## src/rtl/ds3mon_pkg.sv

```systemverilog
package ds3mon_pkg;

  typedef enum logic [1:0] {
    OVH_XBIT = 2'd0,
    OVH_PMBIT = 2'd1,
    OVH_FBIT = 2'd2,
    OVH_CBIT = 2'd3
  } ovhKind_t;

  typedef struct packed {
    logic dsBit;
    logic e3Bit;
    logic dataBit;
    logic payStb;
    logic xFirst;
    logic xSecond;
    logic cBit;
    logic cSub3;
    logic aicBit;
    logic aBit;
    logic expAis;
    logic expIdle;
    logic frameDs;
    logic frameE3;
    logic winEnd;
  } ctrlStb_t;

  localparam logic [1:0] FMT_M13 = 2'b00;
  localparam logic [1:0] FMT_CBIT = 2'b01;
  localparam logic [1:0] FMT_SYNTRAN = 2'b10;

endpackage

```

## src/rtl/ds3mon_ctrl.sv

```systemverilog
module ds3mon_ctrl
  import ds3mon_pkg::*;
#(
  parameter int SUB_W = 3,
  parameter int BLK_W = 3,
  parameter int E3_WIN = 1536
) (
  input  logic             clk,
  input  logic             rstN,
  input  logic             e3Mode,
  input  logic             bitValid,
  input  logic             bitData,
  input  logic             ovhFlag,
  input  logic [SUB_W-1:0] subIdx,
  input  logic [BLK_W-1:0] blkIdx,
  input  logic             frameEnd,
  output ctrlStb_t         stb
);

  localparam int WIN_W = $clog2(E3_WIN);
  localparam logic [WIN_W-1:0] WIN_LAST = WIN_W'(E3_WIN - 1);
  localparam logic [SUB_W-1:0] SUB_X1 = SUB_W'(0);
  localparam logic [SUB_W-1:0] SUB_X2 = SUB_W'(1);
  localparam logic [SUB_W-1:0] SUB_IDLE = SUB_W'(2);
  localparam logic [BLK_W-1:0] BLK_AIC = BLK_W'(2);

  logic [1:0]       payPos;
  logic [WIN_W-1:0] winCnt;
  ovhKind_t         kind;
  logic             dsValid;
  logic             e3Valid;

  function automatic ovhKind_t classify(input logic [SUB_W-1:0] s, input logic [BLK_W-1:0] b);
    if (b == '0) begin
      if (s == SUB_X1 || s == SUB_X2) return OVH_XBIT;
      return OVH_PMBIT;
    end
    if (b[0]) return OVH_FBIT;
    return OVH_CBIT;
  endfunction

  assign dsValid = bitValid & ~e3Mode;
  assign e3Valid = bitValid & e3Mode;
  assign kind = classify(subIdx, blkIdx);

  // payload phase within the current block, restarted by each overhead bit
  always_ff @(posedge clk) begin
    if (!rstN) begin
      payPos <= '0;
    end else if (bitValid) begin
      if (ovhFlag) payPos <= '0;
      else payPos <= payPos + 2'd1;
    end
  end

  // E3 window counter, only runs in E3 mode
  always_ff @(posedge clk) begin
    if (!rstN || !e3Mode) begin
      winCnt <= '0;
    end else if (bitValid) begin
      if (winCnt == WIN_LAST) winCnt <= '0;
      else winCnt <= winCnt + 1'b1;
    end
  end

  always_comb begin
    stb = '0;
    stb.dsBit = dsValid;
    stb.e3Bit = e3Valid;
    stb.dataBit = bitData;
    stb.payStb = dsValid & ~ovhFlag;
    stb.xFirst = dsValid & ovhFlag & (kind == OVH_XBIT) & (subIdx == SUB_X1);
    stb.xSecond = dsValid & ovhFlag & (kind == OVH_XBIT) & (subIdx == SUB_X2);
    stb.cBit = dsValid & ovhFlag & (kind == OVH_CBIT);
    stb.cSub3 = dsValid & ovhFlag & (kind == OVH_CBIT) & (subIdx == SUB_IDLE);
    stb.aicBit = dsValid & ovhFlag & (kind == OVH_CBIT) & (subIdx == SUB_X1) & (blkIdx == BLK_AIC);
    stb.aBit = e3Valid & ovhFlag;
    stb.expAis = ~payPos[0];
    stb.expIdle = ~payPos[1];
    stb.frameDs = dsValid & frameEnd;
    stb.frameE3 = e3Valid & frameEnd;
    stb.winEnd = e3Valid & (winCnt == WIN_LAST);
  end

  p_win_range_r8: assert property (@(posedge clk) disable iff (!rstN)
    winCnt <= WIN_LAST);

  p_phase_restart_r4: assert property (@(posedge clk) disable iff (!rstN)
    (bitValid && ovhFlag) |=> (payPos == 2'd0));

  p_idle_no_count_r10: assert property (@(posedge clk) disable iff (!rstN)
    (!bitValid && e3Mode) |=> (winCnt == $past(winCnt)));

endmodule

```

## src/rtl/ds3mon_dp.sv

```systemverilog
module ds3mon_dp
  import ds3mon_pkg::*;
#(
  parameter int E3_MAXZ = 2
) (
  input  logic       clk,
  input  logic       rstN,
  input  logic       e3Mode,
  input  ctrlStb_t   stb,
  input  logic       inFrame,
  input  logic       parityOk,
  input  logic       losIn,
  input  logic       oofIn,
  output logic [1:0] fmtCode,
  output logic       idleFlag,
  output logic       yellowFlag,
  output logic       aisFlag
);

  localparam int ZW = $clog2(E3_MAXZ + 2);
  localparam logic [ZW-1:0] Z_SAT = ZW'(E3_MAXZ + 1);
  localparam logic [ZW-1:0] Z_MAX = ZW'(E3_MAXZ);

  // per-M-frame accumulators (DS3)
  logic badAis, badIdle, badFrame, cSeen, c3Seen;
  logic xA, xB, aicCur, aicPrev, aicSeen;
  // E3 state
  logic aReg;
  logic [ZW-1:0] zeroCnt;

  logic badAisNow, badIdleNow, badFrameNow, cNow, c3Now;
  logic xANow, xBNow, aicNow, aNow;
  logic goodFrame, aisDs, idleDs, yelDs;
  logic [ZW-1:0] zerosNow;
  logic aisE3, aisNext;
  logic [1:0] fmtNext;

  always_comb begin
    badAisNow = badAis | (stb.payStb & (stb.dataBit != stb.expAis));
    badIdleNow = badIdle | (stb.payStb & (stb.dataBit != stb.expIdle));
    badFrameNow = badFrame | (stb.dsBit & ~inFrame);
    cNow = cSeen | (stb.cBit & stb.dataBit);
    c3Now = c3Seen | (stb.cSub3 & stb.dataBit);
    xANow = stb.xFirst ? stb.dataBit : xA;
    xBNow = stb.xSecond ? stb.dataBit : xB;
    aicNow = stb.aicBit ? stb.dataBit : aicCur;
    aNow = stb.aBit ? stb.dataBit : aReg;

    goodFrame = ~badFrameNow & parityOk;
    aisDs = goodFrame & ~cNow & (xANow == xBNow) & ~badAisNow;
    idleDs = goodFrame & ~c3Now & (xANow == xBNow) & ~badIdleNow;
    yelDs = ~xANow & ~xBNow & ~aisDs;

    if (stb.e3Bit && !stb.dataBit && zeroCnt != Z_SAT) zerosNow = zeroCnt + 1'b1;
    else zerosNow = zeroCnt;
    aisE3 = (zerosNow <= Z_MAX);

    if (stb.frameDs) aisNext = aisDs;
    else if (stb.winEnd) aisNext = aisE3;
    else aisNext = aisFlag;

    if (aicPrev && aicNow) fmtNext = FMT_CBIT;
    else if (!aicPrev && !aicNow) fmtNext = FMT_M13;
    else fmtNext = FMT_SYNTRAN;
  end

  // DS3 frame accumulators
  always_ff @(posedge clk) begin
    if (!rstN || e3Mode) begin
      badAis <= 1'b0;
      badIdle <= 1'b0;
      badFrame <= 1'b0;
      cSeen <= 1'b0;
      c3Seen <= 1'b0;
      xA <= 1'b0;
      xB <= 1'b0;
      aicCur <= 1'b0;
    end else if (stb.frameDs) begin
      badAis <= 1'b0;
      badIdle <= 1'b0;
      badFrame <= 1'b0;
      cSeen <= 1'b0;
      c3Seen <= 1'b0;
      xA <= 1'b0;
      xB <= 1'b0;
      aicCur <= 1'b0;
    end else if (stb.dsBit) begin
      badAis <= badAisNow;
      badIdle <= badIdleNow;
      badFrame <= badFrameNow;
      cSeen <= cNow;
      c3Seen <= c3Now;
      xA <= xANow;
      xB <= xBNow;
      aicCur <= aicNow;
    end
  end

  // format code tracking
  always_ff @(posedge clk) begin
    if (!rstN || e3Mode) begin
      fmtCode <= FMT_M13;
      aicPrev <= 1'b0;
      aicSeen <= 1'b0;
    end else if (stb.frameDs) begin
      if (goodFrame) begin
        if (aicSeen) fmtCode <= fmtNext;
        aicPrev <= aicNow;
        aicSeen <= 1'b1;
      end else begin
        aicSeen <= 1'b0;
      end
    end
  end

  // E3 A-bit and zero counter
  always_ff @(posedge clk) begin
    if (!rstN || !e3Mode) begin
      aReg <= 1'b0;
      zeroCnt <= '0;
    end else begin
      if (stb.aBit) aReg <= stb.dataBit;
      if (stb.winEnd) zeroCnt <= '0;
      else if (stb.e3Bit) zeroCnt <= zerosNow;
    end
  end

  // status flags
  always_ff @(posedge clk) begin
    if (!rstN) begin
      aisFlag <= 1'b0;
      idleFlag <= 1'b0;
      yellowFlag <= 1'b0;
    end else begin
      aisFlag <= aisNext;
      if (e3Mode) idleFlag <= 1'b0;
      else if (stb.frameDs) idleFlag <= idleDs;
      if (losIn || oofIn) yellowFlag <= 1'b0;
      else if (stb.frameDs) yellowFlag <= yelDs;
      else if (stb.frameE3) yellowFlag <= aNow & ~aisNext;
      else if (aisNext) yellowFlag <= 1'b0;
    end
  end

  p_fmt_legal_r1: assert property (@(posedge clk) disable iff (!rstN)
    fmtCode != 2'b11);

  p_idle_ais_excl_r3: assert property (@(posedge clk) disable iff (!rstN)
    !(idleFlag && aisFlag));

  p_yel_rise_r5: assert property (@(posedge clk) disable iff (!rstN)
    $rose(yellowFlag) |-> $past(stb.frameDs || stb.frameE3));

  p_alarm_kills_yel_r6: assert property (@(posedge clk) disable iff (!rstN)
    (losIn || oofIn) |=> !yellowFlag);

  p_ais_kills_yel_r6: assert property (@(posedge clk) disable iff (!rstN)
    aisFlag |-> !yellowFlag);

  p_e3_quiet_r9: assert property (@(posedge clk) disable iff (!rstN)
    e3Mode |=> (!idleFlag && fmtCode == 2'b00));

  p_ais_hold_r10: assert property (@(posedge clk) disable iff (!rstN)
    !(stb.frameDs || stb.winEnd) |=> $stable(aisFlag));

  p_idle_hold_r10: assert property (@(posedge clk) disable iff (!rstN)
    (!stb.frameDs && !e3Mode) |=> $stable(idleFlag));

endmodule

```

## src/rtl/ds3_maint_det.sv

```systemverilog
module ds3_maint_det
  import ds3mon_pkg::*;
#(
  parameter int SUB_W = 3,
  parameter int BLK_W = 3,
  parameter int E3_WIN = 1536,
  parameter int E3_MAXZ = 2
) (
  input  logic             clk,
  input  logic             rstN,
  input  logic             e3Mode,
  input  logic             bitValid,
  input  logic             bitData,
  input  logic             ovhFlag,
  input  logic [SUB_W-1:0] subIdx,
  input  logic [BLK_W-1:0] blkIdx,
  input  logic             frameEnd,
  input  logic             inFrame,
  input  logic             parityOk,
  input  logic             losIn,
  input  logic             oofIn,
  output logic [1:0]       fmtCode,
  output logic             idleFlag,
  output logic             yellowFlag,
  output logic             aisFlag
);

  ctrlStb_t stb;

  ds3mon_ctrl #(
    .SUB_W (SUB_W),
    .BLK_W (BLK_W),
    .E3_WIN(E3_WIN)
  ) u_ctrl (
    .clk     (clk),
    .rstN    (rstN),
    .e3Mode  (e3Mode),
    .bitValid(bitValid),
    .bitData (bitData),
    .ovhFlag (ovhFlag),
    .subIdx  (subIdx),
    .blkIdx  (blkIdx),
    .frameEnd(frameEnd),
    .stb     (stb)
  );

  ds3mon_dp #(
    .E3_MAXZ(E3_MAXZ)
  ) u_dp (
    .clk       (clk),
    .rstN      (rstN),
    .e3Mode    (e3Mode),
    .stb       (stb),
    .inFrame   (inFrame),
    .parityOk  (parityOk),
    .losIn     (losIn),
    .oofIn     (oofIn),
    .fmtCode   (fmtCode),
    .idleFlag  (idleFlag),
    .yellowFlag(yellowFlag),
    .aisFlag   (aisFlag)
  );

endmodule

```

## config.mk

```make
export PLATFORM = sky130hd
export DESIGN_NAME = ds3_maint_det
export DESIGN_NICKNAME = d
export VERILOG_FILES = /design/src/rtl/ds3mon_pkg.sv /design/src/rtl/ds3mon_ctrl.sv /design/src/rtl/ds3mon_dp.sv /design/src/rtl/ds3_maint_det.sv
export SDC_FILE = /design/constraint.sdc
export NUM_CORES = 1
export LEC_CHECK = 0
export BUFFER_PORTS_ARGS = -buffer_cell sky130_fd_sc_hd__buf_2
export CORE_MARGIN = 1.5
export CORE_UTILIZATION = 35
export DETAILED_ROUTE_END_ITERATION = 7
export PLACE_DENSITY_LB_ADDON = 0.1
export SYNTH_ARGS = -nofsm -noshare
export SYNTH_HDL_FRONTEND = slang
export SYNTH_SLANG_ARGS = --single-unit
```

## constraint.sdc

```tcl
create_clock -name clk -period 2.97 [get_ports clk]
set_input_delay 0.4455 -clock clk [delete_from_list [all_inputs] [get_ports clk]]
set_output_delay 0.4455 -clock clk [all_outputs]
set_load 0.1 [all_outputs]
```

==> results of run 1 <==
[path summary, 6_finish.rpt]
kind,from,endpoint,cells past startpoint
worst min-delay path,losIn,u_dp.yellowFlag,4
worst max register to register,u_ctrl.winCnt[1],u_dp.aisFlag,6
worst max-delay path,blkIdx[0],u_dp.yellowFlag,10
worst min register to register,u_dp.fmtCode[0],u_dp.fmtCode[0],2
[per-layer routing]
| metal | up-vias | wire [µm] |
|---|---|---|
| li1 | 633 | - |
| met1 | 569 | 1630 |
| met2 | 20 | 1360 |
| met3 | 7 | 125 |
| met4 | 0 | 50 |
| met5 | - | 0 |
[sequential cells by signal, summed over array words and instances (netlist names)]
name,count
u_ctrl.payPos,2
u_dp.xB,1
u_dp.badFrame,1
u_dp.yellowFlag,1
u_dp.idleFlag,1
u_dp.fmtCode,2
u_dp.cSeen,1
u_dp.aReg,1
u_dp.aicCur,1
u_dp.aicPrev,1
u_dp.c3Seen,1
u_dp.aicSeen,1
u_ctrl.winCnt,11
u_dp.xA,1
u_dp.badAis,1
u_dp.badIdle,1
u_dp.zeroCnt,2
u_dp.aisFlag,1
[final cells by class]
type / count / area share
Sequential cell: 31 / 0.352
Timing Repair Buffer: 23 / 0.0680
Clock buffer: 8 / 0.0567
Multi-Input combinational cell: 124 / 0.476
Tap cell: 50 / 0.0354
Inverter: 6 / 0.0128
[per-stage QoR]
stage | total power [µW] | instance area, µm²
finish | 866 | 1770
floorplan | 480 | 1520
detailed placement | 505 | 1670
global route | 898 | 1770
CTS | 873 | 1770
global placement | 504 | 1670
[power groups by stage]
stage                     Combinational, µW  Clock, µW  Sequential, µW
after floorplan                        41.0          0             439
after global placement                 71.1          0             433
after detailed placement               72.2          0             433
after CTS                              72.6        377             423
after global routing                   79.1        395             424
final                                  72.1        370             424
[logic make-up (layout without fill, tap and decap cells)]
kind of cell | after synthesis | count (layout) | synth area share
AO/OA/AOI/OAI | 24 | 24 | 0.0990
buffers and inverters | 13 | 37 | 0.0371
AND/OR/NAND/NOR | 75 | 75 | 0.290
multiplexers | 11 | 11 | 0.0743
adder cells (fa/ha/maj) | 4 | 4 | 0.0330
XOR/XNOR | 10 | 10 | 0.0578
flip-flops | 31 | 31 | 0.409
[worst reg2reg max path, cell delays in order, from the launching register on]
cell,delay [ns]
dfxtp_1,0.36
ha_1,0.22
nand4_2,0.21
nor4_1,0.44
mux2i_1,0.33
mux2i_1,0.10
and2_1,0.16
[synth_stat cells, drive strengths merged (2+ instances only)]
cell type / number / area (µm²)
dfxtp: 31 / 621
nor2: 28 / 105
nand2: 14 / 52.6
a21oi: 9 / 45.0
mux2i: 9 / 90.1
nand3: 7 / 35.0
inv: 6 / 22.5
xnor2: 6 / 52.6
buf: 4 / 22.5
ha: 4 / 50.1
nand4: 4 / 31.3
o21ai: 4 / 20.0
xor2: 4 / 35.0
clkbuf: 3 / 11.3
nand2b: 3 / 18.8
nor4b: 3 / 47.5
and4bb: 2 / 25.0
mux2: 2 / 22.5
nor2b: 2 / 12.5
nor3b: 2 / 15.0
nor4: 2 / 12.5
o22ai: 2 / 12.5
or3: 2 / 17.5
==> out/qor.csv, run 1 <==
metric,value,unit
Worst-Skew Late Latency,0.28,ns
largest net degree at the start of global routing,20,
initial antenna violation count,0,
setup total negative slack,0,ns
vias in the first global route,1174,
Synth Cell Area,0.00152,mm²
sequential share of power,0.489,
Comb power frac,0.083,
average vias per placed instance,5.08,
asr flop ratio synth,0,
"Avg Cell Area, Syn",9.03,µm²
FP Rows,23,
synth unique cells,45,
CTS max path bufs,2,
worst path arrival time,2.68,ns
Num CTS Buffers,5,
post-route ant nets,0,
post-layout minimum cycle time,2.52,ns
crit-path max cell delay,0.38,ns
Setup Buffers After CTS,0,
register area share after synthesis,0.409,
Final Routed Wirelength,3170,µm
I/O pin total,22,
Setup WS post-layout,0.453,ns
"commonest non-fill, non-tap cell in the layout",dfxtp_1,
Placed Instances,234,
Syn-to-layout area delta,16.4,%
hold crit path type,in -> reg,
Slew @ Worst Pin,0.487,ns
"Top FF cell, synth",dfxtp_1,
hold_ws,0.409,ns
Ant. Diodes,0,
"commonest non-fill, non-tap cells in the layout","31 x dfxtp_1, 28 x nor2_1, 21 x buf_2",
final setup fails,0,
Global Route Usage Sum,0.154,
Max Clk Rate,397,MHz
CP max FO,3,
fin crit share,0.848,
register-to-register setup slack,1.05,ns
Crit. End Element,register,
Storage cell area,621,µm²
VDD IR max,0.206,mV
DP Worst Slack,0.157,ns
switching share of power,0.237,
DRT iter0 DRCs,34,
Worst Clk Skew,0.00676,ns
register bit total from synthesis,31,
Int Pwr,660,µW
clk root buf,clkbuf_8,
WP buf/inv,1,
Pwr Density,490,mW/mm²
global route hottest layer,met2,
core area,0.00409,mm²
critical path startpoint category,input port,
clock sink total,31,
Clk pwr share,0.428,
# fillers,430,
Slew Limit Fails,0,
layout cells sized above 1,0.203,
Max-cap violations,0,
vias,1229,
Final #Nets,212,
WL per Instance,13.1,µm
M2 GR Usage,0.228,
syn_nets,189,
Slew HR,0.677,
Worst path slowest cell,or3_4,
Crit Path Class,in -> reg,
P_leak,0.000663,µW
number of synthesized flops with an enable pin,0,
switching power,206,µW
# H-tree levels,2,
gpl congestion,0.847,
DR DRC count,0,
"Warnings, synthesis",0,
met3 Usage GRT,0.0487,
initial core utilization,0.371,
number of hold buffers added after cts,0,
status,"complete, no violations",
TritonCTS clock tree,yes,
Die Area,0.00474,mm²
PostCTS Resize Cnt,0,
gr ovfl total,0,
"Hold Violations, Final",0,
multi-input logic area,840,µm²
met1 Track Usage GR,0.209,
final core occ,0.432,
Worst path top cell family by delay,simple AND/OR/NAND/NOR gates,
CP required,3.13,ns
Post-Syn Instances,168,
DP HPWL,2360,µm
# port buffers,21,
Layout Cells excl Fill,242,
Die X-Extent,68.8,µm
CP Cell Sequence,"buf_2, nand4bb_4, or3_4, nor4_1, mux2i_1, ha_1, nor4b_1, nand3_1, a32oi_1, a211oi_1",
Detailed Routing Iterations Pass 1,4,
RSZ-0062 raised after global routing,no,
die height,68.8,µm
first-pass GRT wire length,5250,µm
clock transition at the registers of the reported paths,0.07,ns
Power figures use the tool's default switching activity.
==> inputs of run 2 (changes only) <==
--- a/config.mk
+++ b/config.mk
@@ -5,6 +5,7 @@
 export SDC_FILE = /design/constraint.sdc
 export NUM_CORES = 1
 export LEC_CHECK = 0
+export ABC_AREA = 1
 export BUFFER_PORTS_ARGS = -buffer_cell sky130_fd_sc_hd__buf_2
 export CORE_MARGIN = 1.5
 export CORE_UTILIZATION = 35
==> constraint.sdc (replaced) <==
create_clock -name clk -period 2.4 [get_ports clk]
set_input_delay 0.36 -clock clk [delete_from_list [all_inputs] [get_ports clk]]
set_output_delay 0.36 -clock clk [all_outputs]
set_load 0.1 [all_outputs]
==> run 2 against run 1 <==
Synthesized area rose by 0.99%. Sequential power rose by 24%. Flip-flop and latch count did not move. Clock skew fell by 0.0034 ns. Count of clock-buffer cells in the layout fell by 2. Cell count rose by 25%. Synthesized cell count rose by 34%. Utilization rose by 0.28 points. Global-route usage fell by 0.73 points. Routed wire length rose by 2.8%. Critical path depth rose by 5. Largest cell class unchanged. Highest routed layer unchanged.
==> out/qor.csv, run 2 <==
metric,value,unit,change
Global Route Usage Sum,0.147,,was 0.154
initial core utilization,0.372,,was 0.371
global route hottest layer,met1,,was met2
placed cell area,0.00170,mm²,was 0.00167 mm²
Setup Buffers After CTS,0,,unchanged
Die X-Extent,69.2,µm,was 68.8 µm
number of synthesized flops with an enable pin,0,,unchanged
Final #Nets,274,,was 212
register area share after synthesis,0.405,,was 0.409
CP required,2.58,ns,was 3.13 ns
met1 Track Usage GR,0.213,,was 0.209
Final Routed Wirelength,3260,µm,was 3170 µm
CTS max path bufs,2,,unchanged
RR Startpoint,u_ctrl.winCnt[0],,was u_ctrl.winCnt[1]
Tot Pwr,1030,µW,was 866 µW
layout cells sized above 1,0.142,,was 0.203
# port buffers,21,,unchanged
"commonest non-fill, non-tap cell in the layout",nand2_1,,was dfxtp_1
final core occ,0.435,,was 0.432
synth unique cells,30,,was 45
RR Endpoint,u_ctrl.winCnt[10],,was u_dp.aisFlag
I/O pin total,22,,unchanged
Worst Clk Skew,0.00340,ns,was 0.00676 ns
first-pass GRT wire length,5580,µm,was 5250 µm
Detailed Routing Iterations Pass 1,4,,unchanged
Max-cap violations,0,,unchanged
post-layout minimum cycle time,1.99,ns,
die height,69.2,µm,was 68.8 µm
TritonCTS clock tree,yes,,unchanged
met3 Usage GRT,0.0468,,was 0.0487
"Top FF cell, synth",dfxtp_1,,unchanged
Storage cell area,621,µm²,unchanged
syn_nets,246,,was 189
VDD IR max,0.402,mV,was 0.206 mV
Die Area,0.00478,mm²,was 0.00474 mm²
Max Clk Rate,502,MHz,
final setup fails,0,,unchanged
Slew Limit Fails,0,,unchanged
PostCTS Resize Cnt,0,,unchanged
R2R depth,8,,was 6
DRT iter0 DRCs,92,,was 34
Critical Path Source,e3Mode,,was blkIdx[0]
Num CTS Buffers,5,,unchanged
"Avg Cell Area, Syn",6.81,µm²,was 9.03 µm²
"count leader, synth",nand2_1,,was dfxtp_1
vias in the first global route,1189,,was 1174
clock sink total,31,,unchanged
Top reg by flops,u_ctrl.winCnt,,unchanged
DP HPWL,2500,µm,was 2360 µm
Yosys top cell by area,dfxtp_1,,unchanged
crit path to,u_dp.yellowFlag,,unchanged
Ant. Diodes,0,,unchanged
CP max FO,6,,was 3
setup total negative slack,0,ns,unchanged
FP Rows,23,,unchanged
hold depth,4,,unchanged
critical path startpoint category,input port,,unchanged
top cell type's share of synthesized area,0.405,,was 0.409
Post-Syn Instances,225,,was 168
register bit total from synthesis,31,,unchanged
asr flop ratio synth,0,,unchanged
# H-tree levels,2,,unchanged
Pwr Density,574,mW/mm²,was 490 mW/mm²
M2 GR Usage,0.190,,was 0.228
WL per Instance,10.7,µm,was 13.1 µm
RSZ-0062 raised after global routing,no,,unchanged
DR DRC count,0,,unchanged
P_leak,0.000818,µW,was 0.000663 µW
Synth Cell Area,0.00153,mm²,was 0.00152 mm²
hold crit path type,in -> reg,,unchanged
Crit. End Element,register,,unchanged
Slew @ Worst Pin,0.486,ns,was 0.487 ns
worst path arrival time,2.17,ns,was 2.68 ns
average vias per placed instance,4.56,,was 5.08
gpl congestion,0.753,,was 0.847
max FFs per register,11,,unchanged
largest net degree at the start of global routing,15,,was 20
clk root buf,clkbuf_8,,unchanged
core area,0.00412,mm²,was 0.00409 mm²
"Warnings, synthesis",0,,unchanged
Syn-to-layout area delta,16.8,%,was 16.4%
post-route ant nets,0,,unchanged
register-to-register setup slack,0.82,ns,was 1.05 ns
status,"complete, no violations",,unchanged
Finished Cell Area,0.00179,mm²,was 0.00177 mm²
gr ovfl total,0,,unchanged
Min-Delay Startpoint,losIn,,unchanged
Area contributors post-synth,"dfxtp_1 41%, nand2_1 11%, nor2_1 11%",,"was dfxtp_1 41%, nor2_1 6.9%, mux2i_1 5.9%"
Worst-Skew Late Latency,0.28,ns,about the same
clock transition at the registers of the reported paths,0.06,ns,was 0.07 ns
multi-input logic area,767,µm²,was 840 µm²
vias,1383,,was 1229
"commonest non-fill, non-tap cells in the layout","46 x nand2_1, 43 x nor2_1, 36 x inv_1",,"was 31 x dfxtp_1, 28 x nor2_1, 21 x buf_2"
"Hold Violations, Final",0,,unchanged
initial antenna violation count,0,,unchanged
number of hold buffers added after cts,0,,unchanged
# fillers,439,,was 430
Crit Path Class,in -> reg,,unchanged
"top cells by count, synth","46 x nand2_1, 43 x nor2_1, 36 x inv_1",,"was 31 x dfxtp_1, 28 x nor2_1, 14 x nand2_1"
fin crit share,0.830,,
Slew HR,0.678,,was 0.677
run 2: cells by family (layout without fill, tap and decap cells):
logic type               after synthesis  in the layout  synth area share
AO/OA/AOI/OAI                         24             24            0.0882
XOR/XNOR                               5              5            0.0286
adder cells (fa/ha/maj)                4              4            0.0327
buffers and inverters                 38             66            0.0939
flip-flops                            31             31             0.405
AND/OR/NAND/NOR                      123            123             0.351
run 2: per-stage QoR:
| step | instances | worst slack [ns] | hold slack [ns] |
|---|---|---|---|
| floorplan | 225 | 0.411 | 0.438 |
| global placement | 296 | 0.123 | 0.460 |
| detailed placement | 296 | 0.105 | 0.464 |
| CTS | 303 | 0.403 | 0.325 |
| global route | 303 | 0.0345 | 0.346 |
| finish | 303 | 0.409 | 0.333 |
run 2: how the worst min path moves through the flow:
stage / endpoint / slack [ns]
4_1_cts: u_dp.yellowFlag / 0.33
3_3_place_gp: u_dp.cSeen / 0.46
6_report: u_dp.yellowFlag / 0.33
2_1_floorplan: u_dp.cSeen / 0.44
5_1_grt: u_ctrl.payPos[0] / 0.35
3_5_place_dp: u_dp.c3Seen / 0.46
run 2: critical path, stage by stage:
cell and delay, ns:
buf_2 0.13, nor2_1 0.13, nand2_1 0.07, nor4_1 0.23, nand2_1 0.11, a21oi_1 0.20, ha_1 0.28, inv_1 0.06
nand4_1 0.09, nor2_1 0.14, nand3_1 0.11, nand2_1 0.09, nor2_1 0.04, nor2_1 0.08, nor2_1 0.04
run 2: power by group:
group / leakage [µW] / switching (µW) / internal, µW
registers: 0.000250 / 3.54 / 521
logic: 0.000520 / 62.5 / 31.2
clock network: 0.0000470 / 184 / 225
total: 0.000818 / 250 / 777
run 2: layout make-up:
type / count / share of cell area
clock buffers: 6 / 0.0462
clock inverters: 1 / 0.00280
inverters: 37 / 0.0776
multi-input cells: 156 / 0.429
flip-flops and latches: 31 / 0.347
well taps: 50 / 0.0350
repair buffers: 22 / 0.0629
run 2: routing by layer:
metal	part of all wire	routed length [µm]	up-vias
li1	-	-	764
met1	0.55	1790	580
met2	0.37	1200	33
met3	0.061	198	6
met4	0.022	72	0
met5	0	0	-
==> inputs of run 3 (changes only) <==
==> constraint.sdc (replaced) <==
create_clock -name clk -period 1.9 [get_ports clk]
set_input_delay 0.285 -clock clk [delete_from_list [all_inputs] [get_ports clk]]
set_output_delay 0.285 -clock clk [all_outputs]
set_load 0.1 [all_outputs]
==> run 3 against run 2 <==
Global-route usage rose by 0.35 points. Sequential share of layout area fell by 3.3 points. Register-to-register slack got worse by 0.52 ns. Utilization rose by 4.5 points. First-iteration DRC count fell by 20%. Count of clock-buffer cells in the layout rose by 2. Critical path depth rose by 1.
==> out/qor.csv, run 3 (same netlist as run 2, synthesis figures left out) <==
metric,value,unit,change
Syn-to-layout area delta,29.0,%,was 16.8%
number of hold buffers added after cts,0,,unchanged
Die Area,0.00478,mm²,unchanged
Max Clk Rate,539,MHz,
die height,69.2,µm,unchanged
RSZ-0062 raised after global routing,yes,,was no
I/O pin total,22,,unchanged
core area,0.00412,mm²,unchanged
Int Pwr,1050,µW,was 777 µW
Min-Delay Startpoint,losIn,,unchanged
WL met3,159,µm,was 198 µm
worst hold endpoint,u_dp.yellowFlag,,unchanged
gpl congestion,0.765,,was 0.753
final setup fails,0,,unchanged
initial antenna violation count,0,,unchanged
Pwr Density,696,mW/mm²,was 574 mW/mm²
Die X-Extent,69.2,µm,unchanged
fin crit share,0.976,,
Comb power frac,0.108,,was 0.091
Worst-Skew Late Latency,0.28,ns,about the same
first-pass GRT wire length,5780,µm,was 5580 µm
Slew @ Worst Pin,0.491,ns,was 0.486 ns
vias,1447,,was 1383
DRT iter0 DRCs,74,,was 92
# H-tree levels,2,,unchanged
initial core utilization,0.372,,unchanged
Final #Nets,288,,was 274
Critical Path Source,blkIdx[0],,was e3Mode
setup total negative slack,0,ns,unchanged
clock transition at the registers of the reported paths,0.06,ns,about the same
vias in the first global route,1311,,was 1189
met1 wire length,1840,µm,was 1790 µm
gr ovfl total,0,,unchanged
Slew Limit Fails,0,,unchanged
Detailed Routing Iterations Pass 1,4,,unchanged
Final Routed Wirelength,3380,µm,was 3260 µm
WL met2,1310,µm,was 1200 µm
switching power,326,µW,was 250 µW
WL per Instance,10.6,µm,was 10.7 µm
CP max FO,2,,was 6
CP required,2.08,ns,was 2.58 ns
P_leak,0.000908,µW,was 0.000818 µW
max FFs per register,11,,unchanged
VDD IR max,0.326,mV,was 0.402 mV
Crit Path Class,in -> reg,,unchanged
Clk pwr share,0.410,,was 0.398
Crit. End Element,register,,unchanged
switching share of power,0.237,,was 0.244
layout cells sized above 1,0.224,,was 0.142
TritonCTS clock tree,yes,,unchanged
Num CTS Buffers,5,,unchanged
register-to-register setup slack,0.30,ns,was 0.82 ns
FP Rows,23,,unchanged
Setup WS post-layout,0.0453,ns,was 0.409 ns
Finished Cell Area,0.00198,mm²,was 0.00179 mm²
Max-cap violations,0,,unchanged
hold depth,4,,unchanged
RR Endpoint,u_dp.yellowFlag,,was u_ctrl.winCnt[10]
largest net degree at the start of global routing,15,,unchanged
DP Worst Slack,-0.227,ns,was 0.105 ns
Top reg by flops,u_ctrl.winCnt,,unchanged
clk root buf,clkbuf_8,,unchanged
sequential share of power,0.482,,was 0.511
Worst Clk Skew,0.00162,ns,was 0.00340 ns
Slew HR,0.675,,was 0.678
placed cell area,0.00181,mm²,was 0.00170 mm²
status,"complete, no violations",,unchanged
RR Startpoint,u_ctrl.winCnt[0],,unchanged
post-route ant nets,0,,unchanged
critical path startpoint category,input port,,unchanged
CTS max path bufs,2,,unchanged
Ant. Diodes,0,,unchanged
# fillers,441,,was 439
Tot Pwr,1380,µW,was 1030 µW
# port buffers,21,,unchanged
"commonest non-fill, non-tap cell in the layout",nand2_1,,unchanged
worst path arrival time,2.03,ns,was 2.17 ns
uppermost layer routed,met4,,unchanged
DP HPWL,2560,µm,was 2500 µm
R2R depth,11,,was 8
hold crit path type,in -> reg,,unchanged
clock sink total,31,,unchanged
average vias per placed instance,4.55,,was 4.56
"Hold Violations, Final",0,,unchanged
post-layout minimum cycle time,1.85,ns,
"commonest non-fill, non-tap cells in the layout","44 x nand2_1, 39 x nor2_1, 35 x inv_1",,"was 46 x nand2_1, 43 x nor2_1, 36 x inv_1"
DR DRC count,0,,unchanged
Global Route Usage Sum,0.151,,was 0.147
[run 3: critical path, cell delays in order]
cell	delay, ns
buf_8	0.10
nor2_4	0.11
nand2_2	0.07
nor4_4	0.24
nand2_1	0.14
nor2_2	0.13
a21oi_2	0.05
ha_1	0.29
inv_1	0.06
nand4_1	0.10
nor2_2	0.12
nand2_1	0.07
nand3_1	0.09
nand2_1	0.06
nor2_2	0.08
nor2_1	0.05
[run 3: power by group through the flow]
stage | combinational (µW) | sequential, µW | clock (µW)
after floorplan | 64.7 | 686 | 0
after global placement | 135 | 677 | 0
after detailed placement | 135 | 677 | 0
after CTS | 136 | 662 | 591
after global routing | 168 | 663 | 617
final | 149 | 663 | 564
[run 3: stage by stage]
stage | hold WS (ns) | utilization | instances
final | 0.246 | 0.480 | 318
after global routing | 0.268 | 0.480 | 318
after CTS | 0.240 | 0.463 | 317
after detailed placement | 0.457 | 0.439 | 309
after global placement | 0.453 | 0.439 | 309
after floorplan | 0.408 | - | 225
[run 3: metal layers]
| layer | track usage | vias to the layer above |
|---|---|---|
| li1 | - | 794 |
| met1 | 0.212 | 621 |
| met2 | 0.204 | 27 |
| met3 | 0.0556 | 5 |
| met4 | 0.0654 | 0 |
| met5 | 0 | - |
[run 3: final cells by class]
class / count / area, µm² / share of cell area
clock buffer: 8 / 100 / 0.0507
inverter: 37 / 139 / 0.0703
multi-input combinational: 156 / 811 / 0.410
sequential: 31 / 621 / 0.314
tap: 50 / 62.6 / 0.0317
timing repair buffer: 36 / 243 / 0.123
[run 3: timing repair]
action,4_1_cts,5_1_grt
gates resized for setup,0,18
setup endpoints to repair,0,2
setup buffers,0,1
hold endpoints to repair,0,0
[run 3: how the worst max path moves through the flow]
stage | end | slack (ns) | cells after the start
floorplan | u_dp.yellowFlag | 0.05 | 14
global placement | u_dp.yellowFlag | -0.19 | 15
detailed placement | u_dp.yellowFlag | -0.23 | 15
CTS | u_dp.yellowFlag | 0.07 | 15
global route | u_dp.yellowFlag | -0.15 | 16
finish | u_dp.yellowFlag | 0.05 | 16
